<file path="config.mk">
export PLATFORM = sky130hd
export DESIGN_NAME = regviol_monitor
export DESIGN_NICKNAME = d
export VERILOG_FILES = /design/src/rtl/regviol_pkg.sv /design/src/rtl/regviol_decode.sv /design/src/rtl/regviol_capture.sv /design/src/rtl/regviol_flags.sv /design/src/rtl/regviol_monitor.sv
export SDC_FILE = /design/constraint.sdc
export NUM_CORES = 1
export LEC_CHECK = 0
export BUFFER_PORTS_ARGS = -buffer_cell sky130_fd_sc_hd__buf_2
export CAP_MARGIN = 5
export CORE_ASPECT_RATIO = 0.9
export CORE_MARGIN = 8
export CORE_UTILIZATION = 30
export DETAILED_ROUTE_END_ITERATION = 8
export PLACE_DENSITY = 0.54
export SYNTH_ARGS = -nofsm -noshare
export SYNTH_HDL_FRONTEND = slang
export SYNTH_SLANG_ARGS = --single-unit
</file>
<file path="constraint.sdc">
create_clock -name clk -period 2 [get_ports clk]
set_clock_uncertainty 0.1 [all_clocks]
set_input_delay 0.1 -clock clk [delete_from_list [all_inputs] [get_ports clk]]
set_output_delay 0.1 -clock clk [all_outputs]
set_load 0.01 [all_outputs]
</file>
<file path="src/rtl/regviol_pkg.sv">
package regviol_pkg;

    typedef enum logic [1:0] {
        ACC_UNDEF = 2'd0,
        ACC_RW    = 2'd1,
        ACC_RO    = 2'd2,
        ACC_WO    = 2'd3
    } acc_kind_e;

    typedef enum logic [2:0] {
        ETY_RD_WO   = 3'd0,
        ETY_WR_RO   = 3'd1,
        ETY_UNDEF   = 3'd2,
        ETY_CFG_WR  = 3'd3
    } err_type_e;

    typedef enum logic [1:0] {
        ST_CLEAN = 2'd0,
        ST_SWERR = 2'd1,
        ST_WPVIO = 2'd2,
        ST_BOTH  = 2'd3
    } cap_state_e;

endpackage

</file>
<file path="src/rtl/regviol_decode.sv">
module regviol_decode
    import regviol_pkg::*;
#(
    parameter int ADDR_W = 8,
    parameter int CNT_W  = 12,
    parameter logic [2**(ADDR_W-1)-1:0] ACC_TABLE = '0,
    parameter logic [2**(ADDR_W-2)-1:0] WP_MASK   = '0,
    parameter logic [2**(ADDR_W-2)-1:0] CFG_MASK  = '0,
    parameter logic [ADDR_W-1:0]        STAT_ADDR = '0
) (
    input  logic [ADDR_W-1:0] addr,
    input  logic              rd,
    input  logic              wr,
    input  logic              wp_enable,
    input  logic [CNT_W-1:0]  refresh_count,
    output logic              swe_hit,
    output err_type_e         swe_type,
    output logic              swe_class,
    output logic              wp_hit,
    output logic              stat_rd
);

    localparam int WORD_W = ADDR_W - 2;

    logic [WORD_W-1:0] word;
    logic              aligned;
    acc_kind_e         kind;
    logic              rd_only;
    logic              dev_ready;

    assign word      = addr[ADDR_W-1:2];
    assign aligned   = (addr[1:0] == 2'b00);
    assign kind      = aligned ? acc_kind_e'(ACC_TABLE[2*int'(word) +: 2]) : ACC_UNDEF;
    assign rd_only   = rd && !wr;
    assign dev_ready = (refresh_count != '0);
    assign stat_rd   = rd_only && (addr == STAT_ADDR);

    always_comb begin
        swe_hit   = 1'b0;
        swe_type  = ETY_RD_WO;
        swe_class = 1'b0;
        wp_hit    = 1'b0;
        if (wr) begin
            if (kind != ACC_UNDEF && wp_enable && WP_MASK[word]) begin
                wp_hit = 1'b1;
            end else if (kind == ACC_UNDEF) begin
                swe_hit  = 1'b1;
                swe_type = ETY_UNDEF;
            end else if (kind == ACC_RO) begin
                swe_hit  = 1'b1;
                swe_type = ETY_WR_RO;
            end else if (CFG_MASK[word] && dev_ready) begin
                swe_hit   = 1'b1;
                swe_type  = ETY_CFG_WR;
                swe_class = 1'b1;
            end
        end else if (rd_only) begin
            if (kind == ACC_UNDEF) begin
                swe_hit  = 1'b1;
                swe_type = ETY_UNDEF;
            end else if (kind == ACC_WO) begin
                swe_hit  = 1'b1;
                swe_type = ETY_RD_WO;
            end
        end
    end

    // a blocked write never also counts as a software error
    always_comb begin
        a_r6_wp_exclusive: assert (!(wp_hit && swe_hit));
    end

endmodule

</file>
<file path="src/rtl/regviol_capture.sv">
module regviol_capture
    import regviol_pkg::*;
#(
    parameter int ADDR_W = 8
) (
    input  logic              clk,
    input  logic              rst_n,
    input  logic [ADDR_W-1:0] addr,
    input  logic              clr,
    input  logic              swe_hit,
    input  err_type_e         swe_type,
    input  logic              swe_class,
    input  logic              wp_hit,
    output logic              swe_flag,
    output logic              wp_flag,
    output logic              err_class,
    output logic [2:0]        err_type,
    output logic [ADDR_W-1:0] offset_field
);

    cap_state_e        state_q, state_d;
    logic              swe_held, wp_held;
    logic              swe_keep, wp_keep;
    logic              swe_take, wp_take;
    logic [ADDR_W-1:0] swe_addr_q, wp_addr_q;
    err_type_e         type_q;
    logic              class_q;

    always_comb begin
        unique case (state_q)
            ST_CLEAN: begin swe_held = 1'b0; wp_held = 1'b0; end
            ST_SWERR: begin swe_held = 1'b1; wp_held = 1'b0; end
            ST_WPVIO: begin swe_held = 1'b0; wp_held = 1'b1; end
            ST_BOTH:  begin swe_held = 1'b1; wp_held = 1'b1; end
            default:  begin swe_held = 1'b0; wp_held = 1'b0; end
        endcase
    end

    assign swe_keep = swe_held && !clr;
    assign wp_keep  = wp_held && !clr;
    assign swe_take = swe_hit && !swe_keep;
    assign wp_take  = wp_hit && !wp_keep;

    // next state: T_HOLD, T_SWE, T_WPV, T_CLR, T_CLR_SET
    always_comb begin
        unique case ({swe_keep || swe_hit, wp_keep || wp_hit})
            2'b00:   state_d = ST_CLEAN;
            2'b10:   state_d = ST_SWERR;
            2'b01:   state_d = ST_WPVIO;
            2'b11:   state_d = ST_BOTH;
            default: state_d = ST_CLEAN;
        endcase
    end

    always_ff @(posedge clk or negedge rst_n) begin
        if (!rst_n) begin
            state_q <= ST_CLEAN;
        end else begin
            state_q <= state_d;
        end
    end

    always_ff @(posedge clk or negedge rst_n) begin
        if (!rst_n) begin
            swe_addr_q <= '0;
            wp_addr_q  <= '0;
            type_q     <= ETY_RD_WO;
            class_q    <= 1'b0;
        end else begin
            if (swe_take) begin
                swe_addr_q <= addr;
                type_q     <= swe_type;
                class_q    <= swe_class;
            end
            if (wp_take) begin
                wp_addr_q <= addr;
            end
        end
    end

    always_comb begin
        swe_flag     = 1'b0;
        wp_flag      = 1'b0;
        err_class    = 1'b0;
        err_type     = 3'd0;
        offset_field = '0;
        unique case (state_q)
            ST_CLEAN: begin
            end
            ST_SWERR: begin
                swe_flag     = 1'b1;
                err_class    = class_q;
                err_type     = type_q;
                offset_field = swe_addr_q;
            end
            ST_WPVIO: begin
                wp_flag      = 1'b1;
                offset_field = wp_addr_q;
            end
            ST_BOTH: begin
                swe_flag     = 1'b1;
                wp_flag      = 1'b1;
                err_class    = class_q;
                err_type     = type_q;
                offset_field = wp_addr_q;
            end
            default: begin
            end
        endcase
    end

    // a held software-error capture is not replaced until a clear
    a_r7_first_swe_kept: assert property (@(posedge clk) disable iff (!rst_n)
        (swe_flag && !clr) |=> ($stable(offset_field) || wp_flag) && $stable(err_type));

    // a status read with no new event empties the captures
    a_r8_clear_empties: assert property (@(posedge clk) disable iff (!rst_n)
        (clr && !swe_hit && !wp_hit) |=> (!swe_flag && !wp_flag && offset_field == '0));

    // an event is visible in the following cycle, even during a clear
    a_r9_event_wins: assert property (@(posedge clk) disable iff (!rst_n)
        (swe_hit || wp_hit) |=> (swe_flag || wp_flag));

endmodule

</file>
<file path="src/rtl/regviol_flags.sv">
module regviol_flags #(
    parameter int NUM_EVT = 2
) (
    input  logic               clk,
    input  logic               rst_n,
    input  logic               clr,
    input  logic [NUM_EVT-1:0] evt,
    output logic [NUM_EVT-1:0] flag
);

    for (genvar i = 0; i < NUM_EVT; i++) begin : g_flag
        always_ff @(posedge clk or negedge rst_n) begin
            if (!rst_n) begin
                flag[i] <= 1'b0;
            end else if (evt[i]) begin
                flag[i] <= 1'b1;
            end else if (clr) begin
                flag[i] <= 1'b0;
            end
        end

        // the flag follows its event and stays until cleared
        a_r10_sticky: assert property (@(posedge clk) disable iff (!rst_n)
            (evt[i] || (flag[i] && !clr)) |=> flag[i]);
    end

endmodule

</file>
<file path="src/rtl/regviol_monitor.sv">
module regviol_monitor
    import regviol_pkg::*;
#(
    parameter int ADDR_W = 8,
    parameter int CNT_W  = 12,
    parameter logic [2**(ADDR_W-1)-1:0] ACC_TABLE = 128'h2_0000_06D5,
    parameter logic [2**(ADDR_W-2)-1:0] WP_MASK   = 64'h27,
    parameter logic [2**(ADDR_W-2)-1:0] CFG_MASK  = 64'h07,
    parameter logic [ADDR_W-1:0]        STAT_ADDR = 8'h40
) (
    input  logic              clk,
    input  logic              rst_n,
    input  logic [ADDR_W-1:0] bus_addr,
    input  logic              bus_rd,
    input  logic              bus_wr,
    input  logic              wp_enable,
    input  logic [CNT_W-1:0]  refresh_count,
    input  logic              seq_err_evt,
    input  logic              clk_glitch_evt,
    output logic [31:0]       status_word
);

    logic              swe_hit, swe_class, wp_hit, stat_rd;
    err_type_e         swe_type;
    logic              swe_flag, wp_flag, err_class;
    logic [2:0]        err_type;
    logic [ADDR_W-1:0] offset_field;
    logic [1:0]        ev_flag;

    regviol_decode #(
        .ADDR_W(ADDR_W), .CNT_W(CNT_W), .ACC_TABLE(ACC_TABLE),
        .WP_MASK(WP_MASK), .CFG_MASK(CFG_MASK), .STAT_ADDR(STAT_ADDR)
    ) u_decode (
        .addr(bus_addr), .rd(bus_rd), .wr(bus_wr), .wp_enable(wp_enable),
        .refresh_count(refresh_count), .swe_hit(swe_hit), .swe_type(swe_type),
        .swe_class(swe_class), .wp_hit(wp_hit), .stat_rd(stat_rd)
    );

    regviol_capture #(.ADDR_W(ADDR_W)) u_capture (
        .clk(clk), .rst_n(rst_n), .addr(bus_addr), .clr(stat_rd),
        .swe_hit(swe_hit), .swe_type(swe_type), .swe_class(swe_class),
        .wp_hit(wp_hit), .swe_flag(swe_flag), .wp_flag(wp_flag),
        .err_class(err_class), .err_type(err_type), .offset_field(offset_field)
    );

    regviol_flags #(.NUM_EVT(2)) u_flags (
        .clk(clk), .rst_n(rst_n), .clr(stat_rd),
        .evt({seq_err_evt, clk_glitch_evt}), .flag(ev_flag)
    );

    always_comb begin
        status_word        = '0;
        status_word[31]    = err_class;
        status_word[26:24] = err_type;
        status_word[15:8]  = offset_field;
        status_word[3]     = swe_flag;
        status_word[2]     = ev_flag[1];
        status_word[1]     = ev_flag[0];
        status_word[0]     = wp_flag;
    end

    // the error class is only ever paired with the after-init type
    a_r5_class_type: assert property (@(posedge clk) disable iff (!rst_n)
        status_word[31] |-> (status_word[26:24] == 3'd3 && status_word[3]));

    // nothing is reported before any access or event reaches the block
    a_r1_quiet_start: assert property (@(posedge clk) disable iff (!rst_n)
        ($past(status_word) == 32'd0 && !$past(bus_rd) && !$past(bus_wr)
         && !$past(seq_err_evt) && !$past(clk_glitch_evt)) |-> status_word == 32'd0);

endmodule

</file>
==> results of run 1 <==
report_power, final:
part	total [mW]	internal [mW]	switching (mW)
clock	0.286	0.142	0.144
sequential	0.517	0.495	0.0220
combinational	0.258	0.139	0.119
area by class of cell:
class	instances	area [um2]
Fill cell	465	2750
Tap cell	65	81.3
Multi-Input combinational cell	94	825
Timing Repair Buffer	67	459
Sequential cell	23	576
Clock buffer	4	45.0
Inverter	3	11.3
cells in the mapped netlist, types with 2 or more instances:
cell type  count  share of area
clkbuf_1       4          0.010
buf_4         21           0.11
and2_1         4          0.017
or4_4          3          0.023
nand2_1        5          0.013
nand2b_1       3          0.013
mux2_1         6          0.047
dfrtp_1       23           0.40
ha_1           2          0.017
nor2b_1        6          0.026
nand3_1        2         0.0069
a22o_1         9          0.055
nor2_1         7          0.018
mux2_4         9          0.093
inv_1          3         0.0078
a21o_1         2          0.010
worst min path at each step:
stage / start / to / slack, ps / cells after the start
after floorplan: rst_n / u_capture.class_q / -300 / 0
after global placement: rst_n / u_capture.wp_addr_q[7] / -10 / 1
after detailed placement: rst_n / u_capture.wp_addr_q[5] / 3 / 1
after CTS: bus_addr[1] / u_capture.swe_addr_q[1] / 50 / 2
after global routing: bus_addr[1] / u_capture.swe_addr_q[1] / 50 / 2
final: bus_addr[1] / u_capture.swe_addr_q[1] / 50 / 2
critical path, stage by stage:
cell	delay [ps]
buf_2	130
nand2b_1	160
a21oi_2	240
nand2_4	90
ha_4	180
nor2_4	80
a41oi_2	120
a21boi_4	180
o21ai_4	240
buf_12	170
mux2_4	300
flip-flops by register name, indices dropped and copies added, names as in the netlist:
signal and count:
u_capture.class_q 1, u_capture.state_q 2, u_capture.swe_addr_q 8, u_capture.type_q 2
u_capture.wp_addr_q 8, u_flags.flag 2
timing repair:
item,CTS,global route
gates resized for setup,15,2
endpoints found under the hold margin,27,0
pin swaps,5,2
setup endpoints to repair,10,11
hold buffers,4,0
setup buffers,2,1
cloned,1,0
cell families (layout without fill, tap and decap cells):
family                     after synthesis  count (layout)  share of synthesized area
and+or+nand+nor                         37              37                      0.151
buffers and inverters                   30              74                      0.144
DFF                                     23              23                      0.398
AOI/OAI and AO/OA                       21              21                      0.133
muxes                                   16              16                      0.147
adders and majority gates                2               2                     0.0173
other                                    1              17                    0.00259
xor gates and xnor gates                 1               1                    0.00606
per-layer routing:
| metal | vias to the layer above | global-route usage | routed length (um) |
|---|---|---|---|
| li1 | 540 | - | - |
| met1 | 547 | 0.126 | 1540 |
| met2 | 42 | 0.190 | 1920 |
| met3 | 9 | 0.0180 | 235 |
| met4 | 0 | 0.0564 | 93 |
| met5 | - | 0 | 0 |
per-stage QoR:
step	util	power (mW)	hold slack (ps)
2_1_floorplan	-	0.686	-296
3_3_place_gp	0.374	0.757	-12.1
3_5_place_dp	0.374	0.764	2.53
4_1_cts	0.417	1.07	46.0
5_1_grt	0.421	1.11	53.0
6_report	0.421	1.06	52.1
==> impl_metrics.env, run 1 <==
export IMPL_placed_area_um2=1780
export IMPL_r2r_end="u_capture.wp_addr_q[1]"
export IMPL_ff2ff_path_depth=2
export IMPL_antenna_left=0
export IMPL_syn_inst=131
export IMPL_critPathCaptureType="flip-flop"
export IMPL_syn_area_um2=1450
export IMPL_hold_viol=0
export IMPL_numPortBuffers=41
export IMPL_cts_sinks=23
export IMPL_syn_area_per_cell_um2=11.0
export IMPL_drt_wl_total_um=3780
export IMPL_cap_violations=0
export IMPL_firstDrtPassIters=4
export IMPL_coreArea_um2=4740
export IMPL_std_cell_rows=24
export IMPL_crit_fanout=6
export IMPL_ys_ff_latch=23
export IMPL_die_w_um=89.2
export IMPL_final_nets=221
export IMPL_track_usage=0.109
export IMPL_syn2layout_area_growth_pct=38.1
export IMPL_worst_pin_slew_ps=514
export IMPL_drc=0
export IMPL_ff2ff_setup_slack_ps=590
export IMPL_diodes=0
export IMPL_status="finished, final reports clean"
export IMPL_ys_types=38
export IMPL_required_ps=2050
export IMPL_yosysWarnings=0
export IMPL_viasPerCell=4.45
export IMPL_grt_remaining_overflow=0
export IMPL_grt_pass1_vias=1291
export IMPL_wl_per_cell_um=14.8
export IMPL_initial_core_util=0.305
export IMPL_via_count=1138
export IMPL_p_per_area_nw_per_um2=531
export IMPL_htreeDepth=1
export IMPL_antenna_found_initial=0
export IMPL_fmax_ghz=0.519
export IMPL_dieArea_um2=7300
export IMPL_pre_cts_slack_ps=-305
export IMPL_gp_congestion=0.816
export IMPL_hp_class="primary input to flip-flop"
export IMPL_path_clk_slew_ps=80
export IMPL_instances_no_fill=256
export IMPL_cts_root_buf="clkbuf_8"
export IMPL_cts_buffer_depth=2
export IMPL_async_flop_share=1.00
export IMPL_layout_setup_ws_ps=71.7
export IMPL_crit_start="bus_addr[3]"
export IMPL_grt_first_pass_wirelength_um=6220
export IMPL_critPathKind="primary input to flip-flop"
export IMPL_worstPathArrival_ps=1980
export IMPL_final_layout_size_suffix_gt1_frac=0.497
export IMPL_mostFrequentLayoutCell="buf_2"
export IMPL_grt_max_degree=24
export IMPL_r2r_start="u_capture.state_q[1]"
export IMPL_slew_headroom=0.658
export IMPL_finalMaxSlewViolations=0
export IMPL_dp_cells=244
export IMPL_final_cell_mix="buf_2 (39), dfrtp_1 (23), buf_4 (20), conb_1 (17), mux2_4 (10)"
export IMPL_fp_dieH_um=81.9
export IMPL_post_route_min_period_ps=1930
export IMPL_synth_ff_type="dfrtp_1"
export IMPL_setup_tns_ps=0
export IMPL_cp_start_kind="primary input"
export IMPL_power_leakage_nw=1.03
export IMPL_tritoncts="built"
export IMPL_peakVddDrop_mv=0.204
export IMPL_setup_viol=0
export IMPL_hpwl_um=3000
export IMPL_cp_endpoint="u_capture.swe_addr_q[5]"
export IMPL_first_iter_violations=37
export IMPL_cts_made_buffers=3
export IMPL_io_pin_count=59
export IMPL_worstSkewPairLatency_ps=260
export IMPL_postLayoutCellArea_um2=2000
export IMPL_synth_enable_flop_cells=0
export IMPL_yosysSeqAreaShare=0.398
export IMPL_period_share=0.964
Note: power is estimated with default switching activity, not from simulation.
==> run 2: changes to the inputs <==
- SYNTH_HIERARCHICAL: not set -> 1
==> impl_metrics.env, run 2 <==
export IMPL_critPathKind="primary input to flip-flop"
export IMPL_required_ps=2050
export IMPL_gp_congestion=0.759
export IMPL_die_w_um=90.4
export IMPL_ys_top_cells_by_count="dfrtp_1 (24), buf_4 (20), mux2_2 (10), mux2_4 (10), a22o_1 (8)"
export IMPL_antenna_found_initial=0
export IMPL_grt_remaining_overflow=0
export IMPL_ys_types=40
export IMPL_path_clk_slew_ps=80
export IMPL_yosysTopAreaCell="dfrtp_1"
export IMPL_worst_pin_slew_ps=540
export IMPL_yosysWarnings=6
export IMPL_final_layout_size_suffix_gt1_frac=0.515
export IMPL_std_cell_rows=24
export IMPL_dieArea_um2=7510
export IMPL_antenna_left=0
export IMPL_placed_area_um2=1840
export IMPL_syn2layout_area_growth_pct=30.8
export IMPL_cts_made_buffers=3
export IMPL_firstDrtPassIters=4
export IMPL_numPortBuffers=42
export IMPL_fp_dieH_um=83
export IMPL_top_regs="u_capture/swe_addr_q (8), u_capture/wp_addr_q (8), u_capture/type_q (3)"
export IMPL_hp_class="primary input to flip-flop"
export IMPL_initial_core_util=0.310
export IMPL_syn_area_per_cell_um2=11.3
export IMPL_rsz0062_at_grt="false"
export IMPL_track_usage=0.0960
export IMPL_instances_no_fill=259
export IMPL_syn_area_um2=1500
export IMPL_via_count=1114
export IMPL_peakVddDrop_mv=0.350
export IMPL_worstPathArrival_ps=1960
export IMPL_postLayoutCellArea_um2=1960
export IMPL_switching_share=0.257
export IMPL_fmax_ghz=0.525
export IMPL_ys_top_cells_by_area="dfrtp_1 (40%), buf_4 (10%), mux2_4 (10%)"
export IMPL_crit_fanout=6
export IMPL_wl_per_cell_um=14.1
export IMPL_first_iter_violations=29
export IMPL_p_per_area_nw_per_um2=568
export IMPL_hpwl_um=2800
export IMPL_clockPowerShare=0.294
export IMPL_combPwrFrac=0.222
export IMPL_grt_first_pass_wirelength_um=6000
export IMPL_power_leakage_nw=1.01
export IMPL_cts_buffer_depth=2
export IMPL_final_nets=224
export IMPL_viasPerCell=4.30
export IMPL_synth_enable_flop_cells=0
export IMPL_synth_ff_type="dfrtp_1"
export IMPL_ys_ff_latch=24
export IMPL_mostFrequentLayoutCell="buf_2"
export IMPL_io_pin_count=59
export IMPL_grt_pass1_vias=1203
export IMPL_post_cts_setup_buffer_count=0
export IMPL_worstSkewPairLatency_ps=260
export IMPL_post_synth_top_count_cell="dfrtp_1"
export IMPL_post_route_min_period_ps=1900
export IMPL_grt_max_degree=25
export IMPL_yosysSeqAreaShare=0.401
export IMPL_final_util=0.405
export IMPL_htreeDepth=1
export IMPL_ff_latch_area_um2=601
export IMPL_cap_violations=0
export IMPL_setup_tns_ps=0
export IMPL_cp_start_kind="primary input"
export IMPL_dp_cells=251
export IMPL_coreArea_um2=4830
export IMPL_period_share=0.952
export IMPL_cts_root_buf="clkbuf_8"
export IMPL_critPathCaptureType="flip-flop"
export IMPL_status="finished, final reports clean"
export IMPL_cts_sinks=24
export IMPL_yosysTopAreaCellShare=0.401
export IMPL_p_int_mw=0.826
export IMPL_multiInputGateArea_um2=800
export IMPL_slew_headroom=0.640
export IMPL_final_cell_mix="buf_2 (42), dfrtp_1 (24), buf_4 (22), conb_1 (17)"
export IMPL_diodes=0
export IMPL_num_fill_cells=510
export IMPL_async_flop_share=1.00
export IMPL_setup_viol=0
export IMPL_p_seq_frac=0.484
export IMPL_p_switching_mw=0.285
export IMPL_syn_inst=132
export IMPL_finalMaxSlewViolations=0
export IMPL_hold_viol=0
export IMPL_drt_wl_total_um=3640
export IMPL_tritoncts="built"
export IMPL_drc=0
-- run 2: routing by layer --
metal  track usage  vias to the layer above  routed length [um]
met4        0.0136                        0                   0
met3        0.0351                        0                 179
li1              -                      555                   -
met5             0                        -                   0
met1         0.122                      531                1730
met2         0.154                       28                1730
-- run 2: area by class of cell --
type | instances | area share
inverters | 4 | 0.00767
clock buffers | 4 | 0.0281
multi-input cells | 95 | 0.409
flip-flops and latches | 24 | 0.307
well taps | 65 | 0.0416
repair buffers | 67 | 0.207
-- run 2: cells by family (layout without fill, tap and decap cells) --
kind of cell               after synthesis  count (layout)  synth area share
buffers and inverters                   29              75             0.135
DFF                                     24              24             0.401
other                                    2              17           0.00502
AOI/OAI and AO/OA                       21              21             0.115
xor gates and xnor gates                 1               1           0.00585
muxes                                   20              20             0.176
and+or+nand+nor                         33              34             0.145
adders and majority gates                2               2            0.0167
-- run 2: power groups by stage --
stage | registers [mW] | logic [mW] | clock network [mW]
finish | 0.538 | 0.246 | 0.327
global route | 0.543 | 0.273 | 0.362
CTS | 0.538 | 0.245 | 0.339
detailed placement | 0.548 | 0.239 | 0
global placement | 0.548 | 0.240 | 0
floorplan | 0.539 | 0.154 | 0
-- run 2: repair_timing --
| item | in CTS | in global routing |
|---|---|---|
| setup endpoints to repair | 0 | 19 |
| gates resized for setup | 0 | 4 |
| hold endpoints to repair | 26 | 0 |
| hold buffers | 3 | 0 |
-- run 2: path summary, 6_finish.rpt --
path | startpoint | to | slack, ps | cells past startpoint
max | bus_addr[2] | u_capture/swe_addr_q[7] | 100 | 11
min | bus_addr[0] | u_capture/swe_addr_q[0] | 120 | 3
max reg2reg | u_capture/state_q[1] | u_capture/wp_addr_q[5] | 480 | 3
min reg2reg | u_flags/flag[0] | u_flags/flag[0] | 380 | 1
max in group asynchronous | rst_n | u_capture/wp_addr_q[7] | 1190 | 2
min in group asynchronous | rst_n | u_capture/swe_addr_q[6] | 250 | 2
-- run 2: critical path, stage by stage --
cell	delay (ps)
buf_2	120
nand2b_1	160
o22a_1	210
nor2_2	110
o21ai_1	80
ha_1	190
buf_4	150
nor3_4	200
o32ai_4	140
nand2_4	160
mux2_2	340
-- run 2: per-stage QoR --
| step | power [mW] | hold slack, ps | setup slack (ps) |
|---|---|---|---|
| final | 1.11 | 117 | 95.6 |
| after floorplan | 0.693 | -296 | 7.64 |
| after global routing | 1.18 | 110 | 0.267 |
| after global placement | 0.788 | 19.6 | -193 |
| after CTS | 1.12 | 116 | 67.8 |
| after detailed placement | 0.787 | 19.9 | -217 |
==> run 3: changes to the inputs <==
- BUFFER_PORTS_ARGS: -buffer_cell sky130_fd_sc_hd__buf_2 -> -buffer_cell sky130_fd_sc_hd__buf_4
- MAX_ROUTING_LAYER: not set -> met4
==> impl_metrics.env, run 3 (synthesis gave the netlist of run 2 again) <==
export IMPL_hp_class="primary input to flip-flop"
export IMPL_hpwl_um=3030
export IMPL_grt_first_pass_wirelength_um=6040
export IMPL_top_regs="u_capture/swe_addr_q (8), u_capture/wp_addr_q (8), u_capture/type_q (3)"
export IMPL_critPathKind="primary input to flip-flop"
export IMPL_worstSkewPairLatency_ps=260
export IMPL_instances_no_fill=264
export IMPL_via_count=1150
export IMPL_io_pin_count=59
export IMPL_hold_viol=0
export IMPL_firstDrtPassIters=4
export IMPL_p_per_area_nw_per_um2=576
export IMPL_syn2layout_area_growth_pct=43.4
export IMPL_dieArea_um2=7510
export IMPL_layout_setup_ws_ps=25.7
export IMPL_grt_remaining_overflow=0
export IMPL_worstHoldStart="bus_addr[5]"
export IMPL_ff2ff_path_depth=3
export IMPL_initial_core_util=0.310
export IMPL_std_cell_rows=24
export IMPL_mostFrequentLayoutCell="buf_4"
export IMPL_grt_max_degree=25
export IMPL_tritoncts="built"
export IMPL_finalMaxSlewViolations=0
export IMPL_required_ps=2060
export IMPL_r2r_end="u_capture/wp_addr_q[3]"
export IMPL_status="finished, final reports clean"
export IMPL_setup_viol=0
export IMPL_cts_buffer_depth=2
export IMPL_num_fill_cells=482
export IMPL_worstPathArrival_ps=2030
export IMPL_cts_sinks=24
export IMPL_pre_cts_slack_ps=-269
export IMPL_min_to="u_capture/wp_addr_q[5]"
export IMPL_wl_per_cell_um=14.4
export IMPL_fmax_ghz=0.507
export IMPL_dp_cells=250
export IMPL_viasPerCell=4.36
export IMPL_final_util=0.444
export IMPL_r2r_start="u_capture/state_q[1]"
export IMPL_ff2ff_setup_slack_ps=480
export IMPL_grt_pass1_vias=1246
export IMPL_cts_made_buffers=3
export IMPL_antenna_left=0
export IMPL_cap_violations=0
export IMPL_final_nets=229
export IMPL_peakVddDrop_mv=0.372
export IMPL_drc=0
export IMPL_drt_wl_total_um=3790
export IMPL_htreeDepth=1
export IMPL_gp_congestion=0.738
export IMPL_track_usage=0.0990
export IMPL_die_w_um=90.4
export IMPL_antenna_found_initial=0
export IMPL_numPortBuffers=42
export IMPL_coreArea_um2=4830
export IMPL_fp_dieH_um=83
export IMPL_crit_fanout=6
export IMPL_power_leakage_nw=1.08
export IMPL_final_cell_mix="buf_4 (67), dfrtp_1 (24), conb_1 (17), mux2_4 (10), mux2_2 (10)"
export IMPL_path_clk_slew_ps=80
export IMPL_final_layout_size_suffix_gt1_frac=0.538
export IMPL_cts_root_buf="clkbuf_8"
export IMPL_whs_path_depth=2
export IMPL_cp_start_kind="primary input"
export IMPL_critPathCaptureType="flip-flop"
export IMPL_first_iter_violations=24
export IMPL_period_share=0.987
export IMPL_post_route_min_period_ps=1970
export IMPL_diodes=0
## run 3: cell types whose count changed in the layout (fill, tap and decap cells not counted), sizes merged
cell | before | now
bufinv | 0 | 1
clkbuf | 4 | 3
nand2 | 6 | 5
buf | 64 | 70
## run 3: final cells by class
type	instances	area, um2	area share
multi-input cells	94	798	0.372
flip-flops and latches	24	601	0.280
repair buffers	73	579	0.270
well taps	65	81.3	0.0379
clock buffers	3	41.3	0.0192
clock inverters	1	30.0	0.0140
inverters	4	15.0	0.00700
## run 3: worst max-delay path, stage by stage
cell	delay (ps)
buf_6	100
nand2b_4	130
o22a_1	210
nor2_2	140
o21ai_1	90
ha_2	210
nand4b_1	240
nand2_2	150
o32ai_4	100
nand2_4	110
buf_8	130
mux2_4	300
## run 3: timing repair
item	in CTS	in global routing
hold buffers	3	0
endpoints found under the setup margin	0	19
setup buffers	0	7
gates resized for setup	0	9
endpoints found under the hold margin	26	0
## run 3: how the worst max path moves through the flow
stage / from / endpoint / slack [ps] / depth (start not counted)
6_report: bus_addr[2] / u_capture/class_q / 30 / 12
5_1_grt: bus_addr[2] / u_capture/swe_addr_q[1] / -40 / 12
4_1_cts: bus_addr[2] / u_capture/swe_addr_q[7] / 10 / 11
3_5_place_dp: bus_addr[2] / u_capture/swe_addr_q[7] / -270 / 11
3_3_place_gp: bus_addr[2] / u_capture/swe_addr_q[7] / -190 / 11
2_1_floorplan: bus_addr[2] / u_capture/class_q / 8 / 11
## run 3: power breakdown
part | internal, mW | switching, mW | leakage, nW
registers | 0.518 | 0.0200 | 0.302
logic | 0.168 | 0.117 | 0.746
clock network | 0.267 | 0.147 | 0.0357
## run 3: stage by stage
| stage | instance area (um2) | total power [mW] | hold WS (ps) | setup TNS (ps) |
|---|---|---|---|---|
| global placement | 1940 | 0.817 | -88.0 | -2910 |
| global route | 2150 | 1.31 | 20.6 | -321 |
| detailed placement | 1940 | 0.821 | -82.8 | -4100 |
| finish | 2150 | 1.24 | 22.3 | 0 |
| CTS | 2040 | 1.25 | 19.6 | 0 |
| floorplan | 1570 | 0.693 | -296 | 0 |
## run 3: per-layer routing
layer,GRT usage,part of all wire,vias to the layer above
met3,0.0306,0.039,2
met4,0.0136,0.0021,0
met5,-,0,-
li1,-,-,559
met1,0.112,0.44,560
met2,0.171,0.52,29
